--- config.mk ---
export PLATFORM = sky130hd
export DESIGN_NAME = cps_segmenter
export DESIGN_NICKNAME = d
export VERILOG_FILES = /design/src/rtl/cps_pkg.sv /design/src/rtl/cps_cfg_latch.sv /design/src/rtl/cps_size_sel.sv /design/src/rtl/cps_pkt_calc.sv /design/src/rtl/cps_segmenter.sv
export SDC_FILE = /design/constraint.sdc
export NUM_CORES = 1
export LEC_CHECK = 0
export ABC_AREA = 1
export BUFFER_PORTS_ARGS = -buffer_cell sky130_fd_sc_hd__buf_4
export CORE_AREA = 2 2 102 104
export DETAILED_ROUTE_END_ITERATION = 8
export DIE_AREA = 0 0 104 106
export PLACE_DENSITY = 0.71
export SETUP_SLACK_MARGIN = 0.4
export SYNTH_ARGS = -nofsm -noshare
export SYNTH_HDL_FRONTEND = slang
export SYNTH_SLANG_ARGS = --single-unit
--- constraint.sdc ---
create_clock -name clk -period 3.7 [get_ports clk]
set_input_delay 0.555 -clock clk [delete_from_list [all_inputs] [get_ports clk]]
set_output_delay 0.555 -clock clk [all_outputs]
set_load 0.005 [all_outputs]
--- src/rtl/cps_pkg.sv ---
package cps_pkg;

    // Controller states of the segmenter
    typedef enum logic [1:0] {
        S_IDLE = 2'd0,
        S_HDR  = 2'd1,
        S_DATA = 2'd2
    } seg_state_e;

    // Smallest packet limit; larger limits are this value shifted left
    localparam int unsigned BASE_PKT_BYTES = 128;

endpackage

--- src/rtl/cps_cfg_latch.sv ---
module cps_cfg_latch #(
    parameter int FIELD_W = 2
) (
    input  logic               clk,
    input  logic               rst_n,
    input  logic               capture_i,
    input  logic [FIELD_W-1:0] field_i,
    input  logic               force_i,
    output logic [FIELD_W-1:0] field_o,
    output logic               force_o
);

    // Configuration is frozen for the life of one request
    always_ff @(posedge clk or negedge rst_n) begin
        if (!rst_n) begin
            field_o <= '0;
            force_o <= 1'b0;
        end else if (capture_i) begin
            field_o <= field_i;
            force_o <= force_i;
        end
    end

    AST_CFG_FROZEN: assert property (@(posedge clk) disable iff (!rst_n)
        !capture_i |=> $stable(field_o) && $stable(force_o));

endmodule

--- src/rtl/cps_size_sel.sv ---
module cps_size_sel #(
    parameter int LEN_W     = 13,
    parameter int FIELD_W   = 2,
    parameter int NUM_SIZES = 3
) (
    input  logic [FIELD_W-1:0] field_i,
    input  logic               force_i,
    output logic [LEN_W-1:0]   max_bytes_o
);
    import cps_pkg::*;

    localparam logic [LEN_W-1:0] BASE_LEN = LEN_W'(BASE_PKT_BYTES);

    logic [LEN_W-1:0] size_tab [NUM_SIZES];

    // One entry per legal size code
    for (genvar g = 0; g < NUM_SIZES; g++) begin : g_size
        assign size_tab[g] = BASE_LEN << g;
    end

    always_comb begin
        max_bytes_o = BASE_LEN;
        if (!force_i) begin
            for (int k = 0; k < NUM_SIZES; k++) begin
                if (int'(field_i) == k) max_bytes_o = size_tab[k];
            end
        end
    end

endmodule

--- src/rtl/cps_pkt_calc.sv ---
module cps_pkt_calc #(
    parameter int LEN_W = 13
) (
    input  logic [LEN_W-1:0] addr_low_i,
    input  logic [LEN_W-1:0] remain_i,
    input  logic [LEN_W-1:0] max_bytes_i,
    output logic [LEN_W-1:0] pkt_bytes_o
);

    logic [LEN_W-1:0] offset;
    logic [LEN_W-1:0] to_bound;

    // Distance to the next aligned boundary, clipped to what is left
    always_comb begin
        offset      = addr_low_i & (max_bytes_i - LEN_W'(1));
        to_bound    = max_bytes_i - offset;
        pkt_bytes_o = (remain_i < to_bound) ? remain_i : to_bound;
    end

endmodule

--- src/rtl/cps_segmenter.sv ---
module cps_segmenter #(
    parameter  int ADDR_W        = 16,
    parameter  int BEAT_BYTES    = 8,
    parameter  int MAX_REQ_BYTES = 4096,
    parameter  int LOW_ADDR_W    = 7,
    parameter  int FIELD_W       = 2,
    parameter  int NUM_SIZES     = 3,
    localparam int DATA_W        = BEAT_BYTES * 8,
    localparam int LEN_W         = $clog2(MAX_REQ_BYTES) + 1
) (
    input  logic                  clk,
    input  logic                  rst_n,
    input  logic [FIELD_W-1:0]    mps_field,
    input  logic                  force_128,
    input  logic                  req_valid,
    output logic                  req_ready,
    input  logic [ADDR_W-1:0]     req_addr,
    input  logic [LEN_W-1:0]      req_len,
    input  logic                  in_valid,
    output logic                  in_ready,
    input  logic [DATA_W-1:0]     in_data,
    output logic                  hdr_valid,
    input  logic                  hdr_ready,
    output logic [LEN_W-1:0]      hdr_byte_cnt,
    output logic [LOW_ADDR_W-1:0] hdr_lower_addr,
    output logic [LEN_W-1:0]      hdr_remain,
    output logic                  out_valid,
    input  logic                  out_ready,
    output logic [DATA_W-1:0]     out_data,
    output logic                  out_last
);
    import cps_pkg::*;

    localparam logic [LEN_W-1:0]  BEAT_LEN  = LEN_W'(BEAT_BYTES);
    localparam logic [ADDR_W-1:0] BEAT_ADDR = ADDR_W'(BEAT_BYTES);

    seg_state_e state_q, state_d;

    logic [ADDR_W-1:0]  addr_q;
    logic [LEN_W-1:0]   remain_q;
    logic [LEN_W-1:0]   pkt_left_q;
    logic [FIELD_W-1:0] cfg_field_q;
    logic               cfg_force_q;
    logic [LEN_W-1:0]   max_bytes;
    logic [LEN_W-1:0]   pkt_bytes;

    logic accept, hdr_fire, beat_fire, beat_last, req_done;

    assign accept    = (state_q == S_IDLE) && req_valid;
    assign hdr_fire  = (state_q == S_HDR) && hdr_ready;
    assign beat_fire = (state_q == S_DATA) && in_valid && out_ready;
    assign beat_last = (pkt_left_q == BEAT_LEN);
    assign req_done  = beat_fire && beat_last && (remain_q == BEAT_LEN);

    cps_cfg_latch #(.FIELD_W(FIELD_W)) cfg_i (
        .clk       (clk),
        .rst_n     (rst_n),
        .capture_i (accept),
        .field_i   (mps_field),
        .force_i   (force_128),
        .field_o   (cfg_field_q),
        .force_o   (cfg_force_q)
    );

    cps_size_sel #(.LEN_W(LEN_W), .FIELD_W(FIELD_W), .NUM_SIZES(NUM_SIZES)) size_i (
        .field_i     (cfg_field_q),
        .force_i     (cfg_force_q),
        .max_bytes_o (max_bytes)
    );

    cps_pkt_calc #(.LEN_W(LEN_W)) calc_i (
        .addr_low_i  (addr_q[LEN_W-1:0]),
        .remain_i    (remain_q),
        .max_bytes_i (max_bytes),
        .pkt_bytes_o (pkt_bytes)
    );

    // State register
    always_ff @(posedge clk or negedge rst_n) begin
        if (!rst_n) state_q <= S_IDLE;
        else        state_q <= state_d;
    end

    // Transitions: ACCEPT, HDR_SENT, PKT_CLOSE, REQ_DONE
    always_comb begin
        state_d = state_q;
        unique case (state_q)
            S_IDLE: if (accept)   state_d = S_HDR;
            S_HDR:  if (hdr_fire) state_d = S_DATA;
            S_DATA: begin
                if (req_done)                    state_d = S_IDLE;
                else if (beat_fire && beat_last) state_d = S_HDR;
            end
            default: state_d = S_IDLE;
        endcase
    end

    // Request position tracking
    always_ff @(posedge clk or negedge rst_n) begin
        if (!rst_n) begin
            addr_q     <= '0;
            remain_q   <= '0;
            pkt_left_q <= '0;
        end else begin
            if (accept) begin
                addr_q   <= req_addr;
                remain_q <= req_len;
            end
            if (hdr_fire) pkt_left_q <= pkt_bytes;
            if (beat_fire) begin
                addr_q     <= addr_q + BEAT_ADDR;
                remain_q   <= remain_q - BEAT_LEN;
                pkt_left_q <= pkt_left_q - BEAT_LEN;
            end
        end
    end

    // Outputs
    always_comb begin
        req_ready      = 1'b0;
        hdr_valid      = 1'b0;
        in_ready       = 1'b0;
        out_valid      = 1'b0;
        out_last       = 1'b0;
        hdr_byte_cnt   = pkt_bytes;
        hdr_lower_addr = addr_q[LOW_ADDR_W-1:0];
        hdr_remain     = remain_q;
        out_data       = in_data;
        unique case (state_q)
            S_IDLE: req_ready = 1'b1;
            S_HDR:  hdr_valid = 1'b1;
            S_DATA: begin
                in_ready  = out_ready;
                out_valid = in_valid;
                out_last  = beat_last;
            end
            default: ;
        endcase
    end

    AST_PKT_NO_CROSS: assert property (@(posedge clk) disable iff (!rst_n)
        hdr_valid |-> ((addr_q ^ (addr_q + ADDR_W'(hdr_byte_cnt) - ADDR_W'(1)))
                       & ~ADDR_W'(max_bytes - LEN_W'(1))) == '0);

    AST_PKT_SANE: assert property (@(posedge clk) disable iff (!rst_n)
        hdr_valid |-> (hdr_byte_cnt != '0) && (hdr_byte_cnt <= hdr_remain));

    AST_FORCE_LIMIT: assert property (@(posedge clk) disable iff (!rst_n)
        hdr_valid && cfg_force_q |-> hdr_byte_cnt <= LEN_W'(BASE_PKT_BYTES));

    AST_HDR_HOLD: assert property (@(posedge clk) disable iff (!rst_n)
        hdr_valid && !hdr_ready |=> hdr_valid && $stable(hdr_byte_cnt)
                                    && $stable(hdr_remain) && $stable(hdr_lower_addr));

    AST_DONE_IDLE: assert property (@(posedge clk) disable iff (!rst_n)
        out_valid && out_ready && out_last && (hdr_remain == BEAT_LEN) |=> req_ready);

    AST_BUSY_NO_REQ: assert property (@(posedge clk) disable iff (!rst_n)
        hdr_valid |-> !req_ready && !out_valid);

endmodule

-- Word-level counts from Yosys, hierarchy flattened
Index checks and enable logic that the tools add are counted.
- register bits after elaboration: 47
- bits in latches: 0
- memory bits (writable): 0
- bits in read-only memories: 0
- bits of input ports: 102
- output and inout port bits: 102
- memories: 0
- add/subtract/negate cells: 5
- multiply operators: 0
- div/mod/pow operators: 0
- order comparisons: 1
- equal/unequal tests: 9
- shift operators: 0
- multiplexer cells: 20
- bitwise logic cells: 1
- reductions and logical operators: 10
- operator list (cell ; number):
    2-to-1 mux 13 bit ; 6
    2-to-1 mux 16 bit ; 2
    == test 13 x 4 -> 1 bit, second input constant ; 2
    subtractor 13 x 4 -> 13 bit, second input constant ; 2
    adder 16 x 4 -> 16 bit, second input constant ; 1
    AND 13 bit ; 1
    less-than comparator 13 bit ; 1
    subtractor 13 x 1 -> 13 bit, second input constant ; 1
    subtractor 13 bit ; 1
    2-to-1 mux 10 bit ; 1
    2-to-1 mux 9 bit ; 1
    2-to-1 mux 2 bit ; 4
    == test 2 bit, second input constant ; 3
    logical AND 1 bit ; 6
    one-hot mux 2 bit (3 select lines) ; 1
    2-to-1 mux 1 bit ; 5
    inequality test 2 bit, second input constant ; 2
    nonzero test 2 bit ; 2
    inequality test 3 x 2 -> 1 bit, second input constant ; 1
    AND reduction 3 bit ; 1
    == test 2 x 1 -> 1 bit, second input constant ; 1
    zero test 2 bit ; 1

-- Logic depth before layout (Yosys ltp)
Gate-level depths: netlist (run 1).
- depth in word-level cells: 11
- depth in mapped cells: 20
- depth with buffers taken out: 20

-- Cells and area by module
A second synthesis (run 1) with hierarchy kept.
- cells, all modules: 691
- area total of the unflattened synthesis: 4498.1 µm²
- by module, submodules not included (module ; instances ; cells an instance ; area each (µm²) ; sequential area each (µm²)):
    cps_segmenter ; 1 ; 405 ; 2939.1 ; 1026.0
    cps_pkt_calc ; 1 ; 251 ; 1308.8 ; 0.0
    cps_size_sel ; 1 ; 22 ; 137.6 ; 0.0
    cps_cfg_latch ; 1 ; 13 ; 112.6 ; 75.1

-- Least setup slack after synthesis (run 1)
OpenSTA, ideal clock, no wires.
- path kind: register -> output
- from: register cfg_i.field_o[0]
- to: output hdr_byte_cnt[7]
- arrival time: 2525 ps
- data required time: 3145 ps
- setup slack: 620 ps
- stages on the path, launching flop included: 18
- buffers on the path: 1
- path through: dfrtp_1 > inv_1 > ha_1 > nor2_4 > nand3_2 > nor2_2 > nand3_2 > nand2_1 > nand3_1 > and2_1 > ha_1 > a21oi_1 > o21ai_0 > nor2_1 > nand2_2 > buf_4 > nand2_1 > o21a_1
- cells in the longest elaborated chain, start to end: 9
- RTL lines (item ; line ; source):
    start: declaration ; cps_cfg_latch.sv:9 ; output logic [FIELD_W-1:0] field_o,
    start signal: assignment ; cps_cfg_latch.sv:19 ; field_o <= field_i;
    == test 2 bit ; cps_size_sel.sv:25 ; if (int'(field_i) == k) max_bytes_o = size_tab[k];
    2-to-1 mux 9 bit ; cps_size_sel.sv:25 ;
    2-to-1 mux 10 bit (*) ; cps_size_sel.sv:25 ;
    2-to-1 mux 13 bit (*) ; cps_size_sel.sv:23 ; if (!force_i) begin
    subtractor 13 x 1 -> 13 bit ; cps_pkt_calc.sv:15 ; offset = addr_low_i & (max_bytes_i - LEN_W'(1));
    AND 13 bit ; cps_pkt_calc.sv:15 ;
    subtractor 13 bit (*) ; cps_pkt_calc.sv:16 ; to_bound = max_bytes_i - offset;
    less-than comparator 13 bit ; cps_pkt_calc.sv:17 ; pkt_bytes_o = (remain_i < to_bound) ? remain_i : to_bound;
    2-to-1 mux 13 bit (*) ; cps_pkt_calc.sv:17 ;
    end: declaration ; cps_segmenter.sv:24 ; output logic [LEN_W-1:0] hdr_byte_cnt,
Mark *: on every way between the ends. The rest lies on a longest branch, timed or not.

-- Worst setup path after layout (run 1)
- from: register cfg_i.field_o[0]
- to: output hdr_byte_cnt[10]
Same word-level chain as after synthesis.

==> impl_metrics.prom, run 1 <==
# TYPE chip_impl_metric gauge
chip_impl_metric{name="post-synth-top-area-fraction",unit="%"} 28.3
chip_impl_info{name="netlist.top_cell.by_area",value="dfrtp_1"} 1
chip_impl_metric{name="grt_pass1_vias",unit=""} 3419
chip_impl_metric{name="fin_ws",unit="ps"} -82.5
chip_impl_metric{name="design.core.area",unit="µm²"} 10000
chip_impl_metric{name="via_per_inst",unit=""} 5.30
chip_impl_metric{name="std_cell_rows",unit=""} 37
chip_impl_metric{name="antenna_cells",unit=""} 0
chip_impl_info{name="yosys-top-cells-area",value="dfrtp_1, buf_4, nand2_1, ha_1, inv_1"} 1
chip_impl_info{name="synthFlopType",value="dfrtp_1"} 1
chip_impl_metric{name="final_report_max_slew_violation_count",unit=""} 0
chip_impl_metric{name="grt_max_degree",unit=""} 45
chip_impl_metric{name="cts_hold_buffers",unit=""} 0
chip_impl_metric{name="intPower",unit="W"} 0.00318
chip_impl_metric{name="regToRegSetupSlack",unit="ps"} 520
chip_impl_info{name="violations",value="negative setup slack"} 1
chip_impl_metric{name="cell_area_after_synthesis",unit="µm²"} 3900
chip_impl_metric{name="dp_hpwl",unit="mm"} 7.42
chip_impl_info{name="worst-setup-path-type",value="reg2out"} 1
chip_impl_metric{name="pwr-share-clk",unit="%"} 6.8
chip_impl_metric{name="worst-path-max-fanout",unit=""} 6
chip_impl_metric{name="route.antenna.remaining_nets",unit=""} 0
chip_impl_info{name="critical_path.reg2reg.startpoint",value="cfg_i.field_o[0]"} 1
chip_impl_metric{name="cts_buffer_depth",unit=""} 2
chip_impl_metric{name="clock_insertion_delay_at_the_later_pin_of_the_skew_report",unit="ps"} 310
chip_impl_metric{name="drt_pre_antenna_iters",unit=""} 5
chip_impl_info{name="end_of_the_worst_register_to_register_path",value="pkt_left_q[5]"} 1
chip_impl_metric{name="part_of_the_power_in_combinational_logic",unit="%"} 76.3
chip_impl_metric{name="final-seq-area",unit="µm²"} 1100
chip_impl_metric{name="maxCapViolations",unit=""} 0
chip_impl_info{name="grt_setup_unrepaired",value="true"} 1
chip_impl_metric{name="power.density_cell_area",unit="nW/µm²"} 1300
chip_impl_metric{name="arrival",unit="ps"} 3230
chip_impl_metric{name="synth_seq_cells",unit=""} 44
chip_impl_metric{name="multiInputGateArea",unit="µm²"} 2140
chip_impl_metric{name="pwr-share-seq",unit="%"} 16.8
chip_impl_metric{name="grt_first_pass_wirelength",unit="mm"} 16.5
chip_impl_metric{name="die_area",unit="µm²"} 11000
chip_impl_metric{name="route.detailed.wl_per_inst",unit="µm"} 15.6
chip_impl_metric{name="die_w",unit="µm"} 104
chip_impl_metric{name="switching_share",unit="%"} 46.9
chip_impl_metric{name="synth-edff-count",unit=""} 0
chip_impl_metric{name="fin_crit_sh",unit="%"} 102
chip_impl_metric{name="track_usage",unit="%"} 18.5
chip_impl_metric{name="cts.clk_slew.worst_paths",unit="ps"} 100
chip_impl_metric{name="tritoncts.num_buffers",unit=""} 5
chip_impl_info{name="clock_tree.root_cell",value="clkbuf_8"} 1
chip_impl_metric{name="drt_first_iter_violations",unit=""} 194
chip_impl_metric{name="avgSynthCellArea",unit="µm²"} 7.39
chip_impl_metric{name="finalClockSkew",unit="ps"} 10.5
chip_impl_info{name="final_cell_mix",value="nand2_1, buf_4, inv_1, dfrtp_1, nor2_1"} 1
chip_impl_metric{name="final_routed_drc_violation_total",unit=""} 0
chip_impl_metric{name="htree_levels",unit=""} 2
chip_impl_info{name="worst_hold_path_class",value="in2async"} 1
chip_impl_metric{name="start_util",unit="%"} 39.0
chip_impl_info{name="clock_tree_from_tritoncts",value="yes"} 1
chip_impl_info{name="timing.critical_path.from_type",value="flip-flop"} 1
chip_impl_metric{name="leakage",unit="nW"} 2.18
chip_impl_metric{name="worst_slew_margin_rel",unit="%"} 60.9
chip_impl_metric{name="hold-worst-slack",unit="ps"} 231
chip_impl_metric{name="num-nets-final",unit=""} 673
chip_impl_metric{name="reg2regPathDepth",unit=""} 22
chip_impl_metric{name="final.min_clock_period",unit="ps"} 3780
chip_impl_metric{name="count_of_port_buffers_added_during_placement",unit=""} 72
chip_impl_metric{name="vias_after_detailed_routing",unit=""} 3649
chip_impl_metric{name="filler_cells_inserted",unit=""} 1007
chip_impl_metric{name="synth_warnings",unit=""} 0
chip_impl_metric{name="setup_viol",unit=""} 9
chip_impl_info{name="worst_setup_path_end_kind",value="output pin"} 1
chip_impl_metric{name="critPathRequiredTime",unit="ps"} 3140
chip_impl_metric{name="total_routed_wirelength",unit="mm"} 10.7
chip_impl_metric{name="final_layout_size_suffix_gt1_share",unit="%"} 33.6
chip_impl_metric{name="mappedNetlistNets",unit=""} 648
chip_impl_metric{name="worst-slew-pin-transition",unit="ps"} 586
chip_impl_info{name="layout_commonest_cell",value="nand2_1"} 1
chip_impl_metric{name="timing.final.hold_violations",unit=""} 0
chip_impl_metric{name="synth.lib_cells_used.distinct",unit=""} 43
chip_impl_metric{name="global_route.overflow_total",unit=""} 0
chip_impl_metric{name="detailed_place.area",unit="µm²"} 4020
chip_impl_metric{name="post-place-cells",unit=""} 656
chip_impl_metric{name="net-switching-power",unit="W"} 0.00281
chip_impl_metric{name="asyncSetResetFlopFracSynth",unit="%"} 100
chip_impl_metric{name="synth_seq_area_share",unit="%"} 28.3
chip_impl_metric{name="area_delta_synth_final",unit="%"} 18.0
chip_impl_metric{name="number_of_antenna_violations_at_the_first_check_in_global_routing",unit=""} 0
chip_impl_info{name="status",value="finished, violations left"} 1
chip_impl_metric{name="max_clock_freq",unit="MHz"} 264
chip_impl_metric{name="routabilityCongestion",unit=""} 0.887
chip_impl_metric{name="syn_inst",unit=""} 527
chip_impl_metric{name="max-vdd-ir-drop",unit="V"} 0.000492
chip_impl_metric{name="io_pins",unit=""} 204
chip_impl_metric{name="clock_sinks",unit=""} 44
chip_impl_metric{name="fin_area",unit="µm²"} 4600
chip_impl_metric{name="dieHeight",unit="µm"} 106
chip_impl_metric{name="instances_no_fill",unit=""} 689
[sequential cells by signal, summed over array words and instances, names as in the netlist]
register / flops
pkt_left_q: 13
addr_q: 13
cfg_i.field_o: 2
state_q: 2
cfg_i.force_o: 1
hdr_remain: 13
[what timing repair did]
item	4_1_cts	5_1_grt
setup buffers	17	7
pin swaps	14	17
gates resized for setup	27	36
cloned	1	0
endpoints found under the setup margin	13	13
[cell families (layout without fill, tap and decap cells)]
kind of cell | Yosys count | after routing | share of synthesized area, %
buf+inv | 143 | 169 | 21.8
compound gates | 75 | 75 | 12.5
flops | 44 | 44 | 28.3
mux | 1 | 1 | 0.289
xor+xnor | 11 | 11 | 2.67
fa+ha+maj | 19 | 19 | 6.10
simple gates | 234 | 234 | 28.4
[worst max-delay path by stage]
stage	startpoint	endpoint	slack [ps]	cells past startpoint
6_report	cfg_i.field_o[0]	hdr_byte_cnt[10]	-80	19
5_1_grt	cfg_i.field_o[0]	hdr_byte_cnt[10]	-260	19
4_1_cts	cfg_i.field_o[0]	hdr_byte_cnt[5]	50	19
3_5_place_dp	cfg_i.field_o[0]	hdr_byte_cnt[6]	140	18
3_3_place_gp	cfg_i.field_o[0]	hdr_byte_cnt[7]	230	18
2_1_floorplan	cfg_i.field_o[0]	hdr_byte_cnt[7]	620	17
[layer usage]
layer / GRT usage (%) / vias to the layer above / part of all wire, %
met2: 31.7 / 156 / 50
met4: 7.63 / 0 / 2.5
met1: 22.2 / 1749 / 39
met5: 0 / - / 0
met3: 4.35 / 35 / 8.0
li1: - / 1709 / -
[critical path, cell delays in order (launching register included)]
cell     delay, ps
dfrtp_1        400
inv_2           80
ha_4           210
nor2_4         200
nand3_4        130
buf_6          140
o21ai_4        140
xor2_2         180
ha_1           280
nand2_1         70
inv_1           40
o21ai_1         70
a21oi_1         80
nor2_1         180
nand2_4        120
buf_6          140
buf_6          120
nand2_2         70
o21a_1         160
buf_4          120
[per-stage QoR]
step | util [%] | power, W | setup TNS (ps) | setup slack [ps]
floorplan | - | 0.00314 | 0 | 620
global placement | 40.2 | 0.00416 | 0 | 226
detailed placement | 40.2 | 0.00425 | 0 | 139
CTS | 44.0 | 0.00544 | 0 | 52.6
global route | 46.0 | 0.00643 | -2680 | -261
finish | 46.0 | 0.00599 | -328 | -82.5
[cell usage after synthesis, types with 2 or more instances]
library cell	count
nand2_1	123
buf_4	73
inv_1	51
dfrtp_1	44
nand3_1	32
nor2_1	31
o21ai_0	23
ha_1	19
o211ai_1	12
a21oi_1	10
xor2_1	10
buf_2	7
nand4_1	7
nor3_1	7
inv_2	6
nand3_2	6
o21a_1	6
and2_1	5
nand2_2	5
a22oi_1	4
buf_6	4
nor2_2	4
o21ai_2	4
o22ai_1	4
o31ai_1	4
nor2_4	3
nor4_1	3
o221ai_1	3
nor3_2	2
o21ai_1	2
[cell type report]
cell class	count	area share, %
clock inverter	2	0.844
tap	136	3.70
sequential	44	24.0
multi-input combinational	340	46.7
timing repair buffer	103	18.1
clock buffer	6	1.80
inverter	58	4.95
[power groups by stage]
stage | clock network, W | registers (W) | logic, W
6_report | 0.000408 | 0.00101 | 0.00457
5_1_grt | 0.000434 | 0.00104 | 0.00496
4_1_cts | 0.000412 | 0.000993 | 0.00403
3_5_place_dp | 0 | 0.000997 | 0.00325
3_3_place_gp | 0 | 0.000982 | 0.00317
2_1_floorplan | 0 | 0.000919 | 0.00222
(Power assumes the default switching activity.)
==> run 2, diff against run 1 <==
CORE_AREA = 2 2 121 88   (was 2 2 102 104)
DIE_AREA = 0 0 123 90   (was 0 0 104 106)
==> run 2 against run 1 <==
Net effect: the run still ends with negative setup slack left; first-iteration DRC count up 53%; worst hold slack better by 38 ps; setup slack worse by 56 ps; clock skew decreased by 3.5 ps; sequential share of layout area barely moved; die area grew 0.42%; cell area fell by 0.24%; critical path type unchanged.
==> impl_metrics.prom, run 2 (synthesis results as in run 1) <==
# TYPE chip_impl_metric gauge
chip_impl_info{name="status",value="finished, violations left"} 1
chip_impl_info{name="violations",value="negative setup slack"} 1
chip_impl_metric{name="total_routed_wirelength",unit="mm"} 10.9
chip_impl_metric{name="route.detailed.wl_per_inst",unit="µm"} 16.0
chip_impl_metric{name="count_of_port_buffers_added_during_placement",unit=""} 72
chip_impl_info{name="cp_cell_sequence",value="ha_4 > nor2_4 > buf_4 > nand3_1 > nor2_1 > nand4_1 > nand3_2 > and2_4 > ha_4 > a21oi_2 > o21ai_2 > nor2_2 > nand2_4 > clkbuf_16 > o21a_1 > buf_4"} 1
chip_impl_metric{name="critPathRequiredTime",unit="ps"} 3140
chip_impl_metric{name="arrival",unit="ps"} 3280
chip_impl_metric{name="design.core.area",unit="µm²"} 10000
chip_impl_metric{name="global_route.overflow_total",unit=""} 0
chip_impl_metric{name="multiInputGateArea",unit="µm²"} 2130
chip_impl_metric{name="max_clock_freq",unit="MHz"} 261
chip_impl_metric{name="io_pins",unit=""} 204
chip_impl_metric{name="setup_viol",unit=""} 13
chip_impl_metric{name="finalClockSkew",unit="ps"} 7.05
chip_impl_info{name="clock_tree_from_tritoncts",value="yes"} 1
chip_impl_metric{name="use_met3",unit="%"} 4.63
chip_impl_metric{name="drt_pre_antenna_iters",unit=""} 5
chip_impl_metric{name="worst-slew-pin-transition",unit="ps"} 1060
chip_impl_metric{name="tritoncts.num_buffers",unit=""} 5
chip_impl_metric{name="max-vdd-ir-drop",unit="V"} 0.000754
chip_impl_metric{name="fin_crit_sh",unit="%"} 104
chip_impl_metric{name="final_routed_drc_violation_total",unit=""} 0
chip_impl_info{name="clock_tree.root_cell",value="clkbuf_16"} 1
chip_impl_metric{name="dp_hpwl",unit="mm"} 7.57
chip_impl_metric{name="cts_hold_buffers",unit=""} 0
chip_impl_metric{name="antenna_cells",unit=""} 0
chip_impl_metric{name="cts.clk_slew.worst_paths",unit="ps"} 70
chip_impl_metric{name="filler_cells_inserted",unit=""} 972
chip_impl_metric{name="track_usage",unit="%"} 19.5
chip_impl_metric{name="route.antenna.remaining_nets",unit=""} 0
chip_impl_metric{name="instances_no_fill",unit=""} 683
chip_impl_info{name="worst_hold_path_class",value="in2async"} 1
chip_impl_metric{name="cts_buffer_depth",unit=""} 2
chip_impl_info{name="global_route.peak_usage_layer",value="met2"} 1
chip_impl_metric{name="via_per_inst",unit=""} 5.25
chip_impl_metric{name="maxCapViolations",unit=""} 0
chip_impl_info{name="worst-setup-path-type",value="reg2out"} 1
chip_impl_metric{name="critical-path-max-stage-delay",unit="ps"} 420
chip_impl_metric{name="clock_sinks",unit=""} 44
chip_impl_metric{name="drt_first_iter_violations",unit=""} 297
chip_impl_metric{name="num-nets-final",unit=""} 671
chip_impl_metric{name="worst_slew_margin_rel",unit="%"} 29.2
chip_impl_metric{name="leakage",unit="nW"} 2.18
chip_impl_metric{name="final-seq-area",unit="µm²"} 1100
chip_impl_metric{name="final_layout_size_suffix_gt1_share",unit="%"} 33.8
chip_impl_metric{name="routabilityCongestion",unit=""} 0.850
chip_impl_info{name="layout_commonest_cell",value="nand2_1"} 1
chip_impl_info{name="final_cell_mix",value="nand2_1, buf_4, inv_1, dfrtp_1, nand3_1"} 1
chip_impl_info{name="crit_slowest_cell",value="dfrtp_1"} 1
chip_impl_metric{name="grt_pass1_vias",unit=""} 3350
chip_impl_metric{name="vias_after_detailed_routing",unit=""} 3585
chip_impl_metric{name="std_cell_rows",unit=""} 31
chip_impl_metric{name="power.density_cell_area",unit="nW/µm²"} 1300
chip_impl_metric{name="gr-usage-met1",unit="%"} 27.8
chip_impl_metric{name="die_w",unit="µm"} 123
chip_impl_metric{name="dieHeight",unit="µm"} 90
chip_impl_metric{name="start_util",unit="%"} 38.9
chip_impl_info{name="timing.critical_path.from_type",value="flip-flop"} 1
chip_impl_info{name="critPathTopFamily",value="simple AND/OR/NAND/NOR gates"} 1
chip_impl_metric{name="post-place-cells",unit=""} 654
chip_impl_metric{name="report.power.total",unit="W"} 0.00597
chip_impl_metric{name="die_area",unit="µm²"} 11100
chip_impl_metric{name="worst-path-max-fanout",unit=""} 8
chip_impl_metric{name="grt_first_pass_wirelength",unit="mm"} 17.1
chip_impl_metric{name="htree_levels",unit=""} 2
chip_impl_metric{name="number_of_antenna_violations_at_the_first_check_in_global_routing",unit=""} 0
chip_impl_metric{name="clock_insertion_delay_at_the_later_pin_of_the_skew_report",unit="ps"} 300
chip_impl_metric{name="fin_ws",unit="ps"} -138
chip_impl_metric{name="final.min_clock_period",unit="ps"} 3840
chip_impl_metric{name="grt_max_degree",unit=""} 45
chip_impl_metric{name="timing.final.hold_violations",unit=""} 0
chip_impl_info{name="worst_setup_path_end_kind",value="output pin"} 1
chip_impl_metric{name="critPathBufInv",unit=""} 3
chip_impl_metric{name="globalRouteMet2Util",unit="%"} 29.4
chip_impl_metric{name="area_delta_synth_final",unit="%"} 17.7
chip_impl_metric{name="final_report_max_slew_violation_count",unit=""} 0
chip_impl_info{name="grt_setup_unrepaired",value="true"} 1
-- run 2: through the flow --
stage / setup TNS (ps) / setup slack [ps] / hold WS, ps / utilization [%] / area [µm²]
after floorplan: 0 / 620 / 259 / - / 3900
after global placement: 0 / 201 / 467 / 40.3 / 4030
after detailed placement: 0 / 79.2 / 473 / 40.3 / 4030
after CTS: 0 / 13.8 / 300 / 44.3 / 4430
after global routing: -2700 / -241 / 326 / 45.8 / 4590
final: -1450 / -138 / 269 / 45.8 / 4590
-- run 2: what timing repair did --
action | 4_1_cts | 5_1_grt
resized for setup | 34 | 29
endpoints found under the setup margin | 13 | 14
gates cloned | 0 | 1
pin swaps | 14 | 19
buffers inserted | 17 | 3
-- run 2: power breakdown --
| group | internal, W | leakage (nW) | total [W] | switching [W] |
|---|---|---|---|---|
| sequential | 0.000714 | 0.543 | 0.00101 | 0.000295 |
| clock | 0.000267 | 0.0766 | 0.000467 | 0.000201 |
| combinational | 0.00215 | 1.56 | 0.00449 | 0.00235 |
| total | 0.00313 | 2.18 | 0.00597 | 0.00284 |
-- run 2: layer usage --
layer / routed length (µm) / share of wire (%) / up-vias
li1: - / - / 1702
met1: 4850 / 44 / 1682
met2: 4880 / 45 / 171
met3: 969 / 8.9 / 30
met4: 229 / 2.1 / 0
met5: 0 / 0 / -
-- run 2: worst paths after layout --
path                                   from         endpoint  slack, ps  depth (start not counted)
max                        cfg_i.field_o[1]  hdr_byte_cnt[2]       -140                         16
min                                   rst_n       addr_q[10]        270                          1
max reg2reg                cfg_i.field_o[1]    pkt_left_q[2]        500                         17
min reg2reg                   pkt_left_q[0]    pkt_left_q[0]        490                          2
max in group asynchronous             rst_n    hdr_remain[4]       3020                          1
min in group clk                 req_len[2]    hdr_remain[2]        450                          3
-- run 2: final cells by class --
class,instances,share of cell area (%)
Sequential cell,44,24.0
Timing Repair Buffer,101,17.7
Clock inverter,2,0.218
Multi-Input combinational cell,340,46.5
Inverter,58,4.86
Tap cell,132,3.60
Clock buffer,6,3.03
==> run 3, diff against run 2 <==
CORE_AREA = 2 2 114 83   (was 2 2 121 88)
DIE_AREA = 0 0 116 85   (was 0 0 123 90)
PLACE_DENSITY = 0.79   (was 0.71)
==> run 3 against run 2 <==
Net effect: sequential power is essentially flat; setup slack gained 6.6 ps; worst hold slack lost 6.5 ps; core utilization grew 5.9 points; the run still ends with negative setup slack left; sequential share of layout area grew 0.23 points; sequential cell count is the same; combinational power shrank 3%; register-to-register slack is essentially flat; critical endpoint is now hdr_byte_cnt[7].
==> impl_metrics.prom, run 3 (synthesis results as in run 1) <==
# TYPE chip_impl_metric gauge
chip_impl_metric{name="detailed_place.area",unit="µm²"} 4010
chip_impl_info{name="cp_cell_sequence",value="inv_2 > ha_4 > nor2_4 > nand3_4 > buf_4 > o21ai_2 > xor2_2 > ha_1 > nand2_1 > inv_1 > o21ai_1 > a21oi_1 > nor2_1 > nand2_4 > buf_12 > buf_16 > o21a_1 > buf_4"} 1
chip_impl_info{name="status",value="finished, violations left"} 1
chip_impl_metric{name="final_routed_drc_violation_total",unit=""} 0
chip_impl_info{name="worst_hold_path_class",value="in2async"} 1
chip_impl_metric{name="setup_viol",unit=""} 12
chip_impl_metric{name="cts_buffer_depth",unit=""} 2
chip_impl_info{name="worst-setup-path-type",value="reg2out"} 1
chip_impl_info{name="worst_setup_path_end_kind",value="output pin"} 1
chip_impl_metric{name="track_usage",unit="%"} 21.4
chip_impl_metric{name="arrival",unit="ps"} 3280
chip_impl_metric{name="design.core.area",unit="µm²"} 8780
chip_impl_metric{name="htree_levels",unit=""} 2
chip_impl_info{name="critPathTopFamily",value="simple AND/OR/NAND/NOR gates"} 1
chip_impl_info{name="timing.critical_path.from_type",value="flip-flop"} 1
chip_impl_info{name="violations",value="negative setup slack"} 1
chip_impl_metric{name="count_of_port_buffers_added_during_placement",unit=""} 72
chip_impl_metric{name="critPathRequiredTime",unit="ps"} 3140
chip_impl_metric{name="via_per_inst",unit=""} 5.33
chip_impl_metric{name="fin_area",unit="µm²"} 4540
chip_impl_metric{name="grt_max_degree",unit=""} 45
chip_impl_metric{name="fin_crit_sh",unit="%"} 104
chip_impl_metric{name="clock_insertion_delay_at_the_later_pin_of_the_skew_report",unit="ps"} 290
chip_impl_metric{name="drt_pre_antenna_iters",unit=""} 5
chip_impl_metric{name="power.density_cell_area",unit="nW/µm²"} 1290
chip_impl_metric{name="leakage",unit="nW"} 2.17
chip_impl_info{name="grt_setup_unrepaired",value="true"} 1
chip_impl_metric{name="worst-path-max-fanout",unit=""} 8
chip_impl_info{name="critical_path.most_common_cell",value="buf_4"} 1
chip_impl_metric{name="drt_first_iter_violations",unit=""} 288
chip_impl_metric{name="max-vdd-ir-drop",unit="V"} 0.000771
chip_impl_metric{name="tritoncts.num_buffers",unit=""} 5
chip_impl_metric{name="area_delta_synth_final",unit="%"} 16.6
chip_impl_info{name="clock_tree.root_cell",value="clkbuf_16"} 1
chip_impl_metric{name="instances_no_fill",unit=""} 670
chip_impl_metric{name="dp_hpwl",unit="mm"} 7.52
chip_impl_metric{name="die_area",unit="µm²"} 9860
chip_impl_metric{name="timing.final.hold_violations",unit=""} 0
chip_impl_metric{name="die_w",unit="µm"} 116
chip_impl_metric{name="worst_slew_margin_rel",unit="%"} 26.8
chip_impl_metric{name="fin_ws",unit="ps"} -132
chip_impl_metric{name="clock_sinks",unit=""} 44
chip_impl_metric{name="final.min_clock_period",unit="ps"} 3830
chip_impl_metric{name="vias_after_detailed_routing",unit=""} 3568
chip_impl_metric{name="route.antenna.remaining_nets",unit=""} 0
chip_impl_metric{name="global_route.overflow_total",unit=""} 0
chip_impl_metric{name="antenna_cells",unit=""} 0
chip_impl_metric{name="post-place-cells",unit=""} 643
chip_impl_info{name="layout_commonest_cell",value="nand2_1"} 1
chip_impl_info{name="final_cell_mix",value="nand2_1, buf_4, inv_1, dfrtp_1"} 1
chip_impl_info{name="crit_slowest_cell",value="dfrtp_1"} 1
chip_impl_metric{name="std_cell_rows",unit=""} 29
chip_impl_metric{name="cts.clk_slew.worst_paths",unit="ps"} 70
chip_impl_metric{name="critical-path-max-stage-delay",unit="ps"} 390
chip_impl_metric{name="grt_first_pass_wirelength",unit="mm"} 16.8
chip_impl_metric{name="routabilityCongestion",unit=""} 0.944
chip_impl_metric{name="report.power.total",unit="W"} 0.00584
chip_impl_metric{name="dieHeight",unit="µm"} 85
chip_impl_metric{name="route.detailed.wl_per_inst",unit="µm"} 15.9
chip_impl_metric{name="max_clock_freq",unit="MHz"} 261
chip_impl_metric{name="number_of_antenna_violations_at_the_first_check_in_global_routing",unit=""} 0
chip_impl_metric{name="final_layout_size_suffix_gt1_share",unit="%"} 30.6
chip_impl_metric{name="final_report_max_slew_violation_count",unit=""} 0
chip_impl_metric{name="start_util",unit="%"} 44.4
chip_impl_info{name="clock_tree_from_tritoncts",value="yes"} 1
chip_impl_metric{name="critPathBufInv",unit=""} 6
chip_impl_metric{name="layout.core_utilization",unit="%"} 51.7
chip_impl_metric{name="io_pins",unit=""} 204
chip_impl_metric{name="finalClockSkew",unit="ps"} 8.55
chip_impl_metric{name="maxCapViolations",unit=""} 0
chip_impl_metric{name="total_routed_wirelength",unit="mm"} 10.7
chip_impl_metric{name="num-nets-final",unit=""} 666
chip_impl_metric{name="worst-slew-pin-transition",unit="ps"} 1100
chip_impl_metric{name="grt_pass1_vias",unit=""} 3411
## run 3: where the power goes
group	leakage, nW	switching (W)	internal [W]
clock network	0.0766	0.000191	0.000267
logic	1.55	0.00226	0.00211
registers	0.543	0.000301	0.000714
total	2.17	0.00275	0.00309
## run 3: layout make-up
type | count | area [µm²]
clock buffers | 6 | 139
clock inverters | 2 | 10.0
fillers | 833 | 4240
inverters | 58 | 220
multi-input cells | 340 | 2120
flip-flops and latches | 44 | 1100
well taps | 124 | 155
repair buffers | 96 | 792
## run 3: metrics by stage
step	TNS (ps)	hold WS, ps	setup WS (ps)
4_1_cts	-23.4	299	-8.88
3_5_place_dp	0	470	116
3_3_place_gp	0	467	204
5_1_grt	-3050	311	-291
2_1_floorplan	0	259	620
6_report	-1020	262	-132
## run 3: worst paths after layout
kind | from | endpoint | slack [ps] | cells after the start
worst max register to register | cfg_i.field_o[0] | pkt_left_q[2] | 510 | 19
max in group asynchronous | rst_n | hdr_remain[7] | 3030 | 1
min in group clk | req_len[2] | hdr_remain[2] | 470 | 3
worst min register to register | pkt_left_q[1] | pkt_left_q[1] | 490 | 2
worst max-delay path | cfg_i.field_o[0] | hdr_byte_cnt[7] | -130 | 18
worst min-delay path | rst_n | cfg_i.field_o[0] | 260 | 1
## run 3: timing repair
| action | 4_1_cts | 5_1_grt |
|---|---|---|
| gates cloned | 1 | 0 |
| endpoints found under the setup margin | 13 | 14 |
| hold buffers | 0 | 0 |
| pin swaps | 7 | 18 |
| buffers inserted | 9 | 9 |
| gates resized for setup | 19 | 28 |
## run 3: routing by layer
metal  share of wire [%]  global-route usage, %  vias up
li1                    -                      -     1692
met1                  44                   30.3     1673
met2                  44                   32.6      165
met3                 9.8                   5.43       38
met4                 1.8                   6.28        0
met5                   0                      0        -
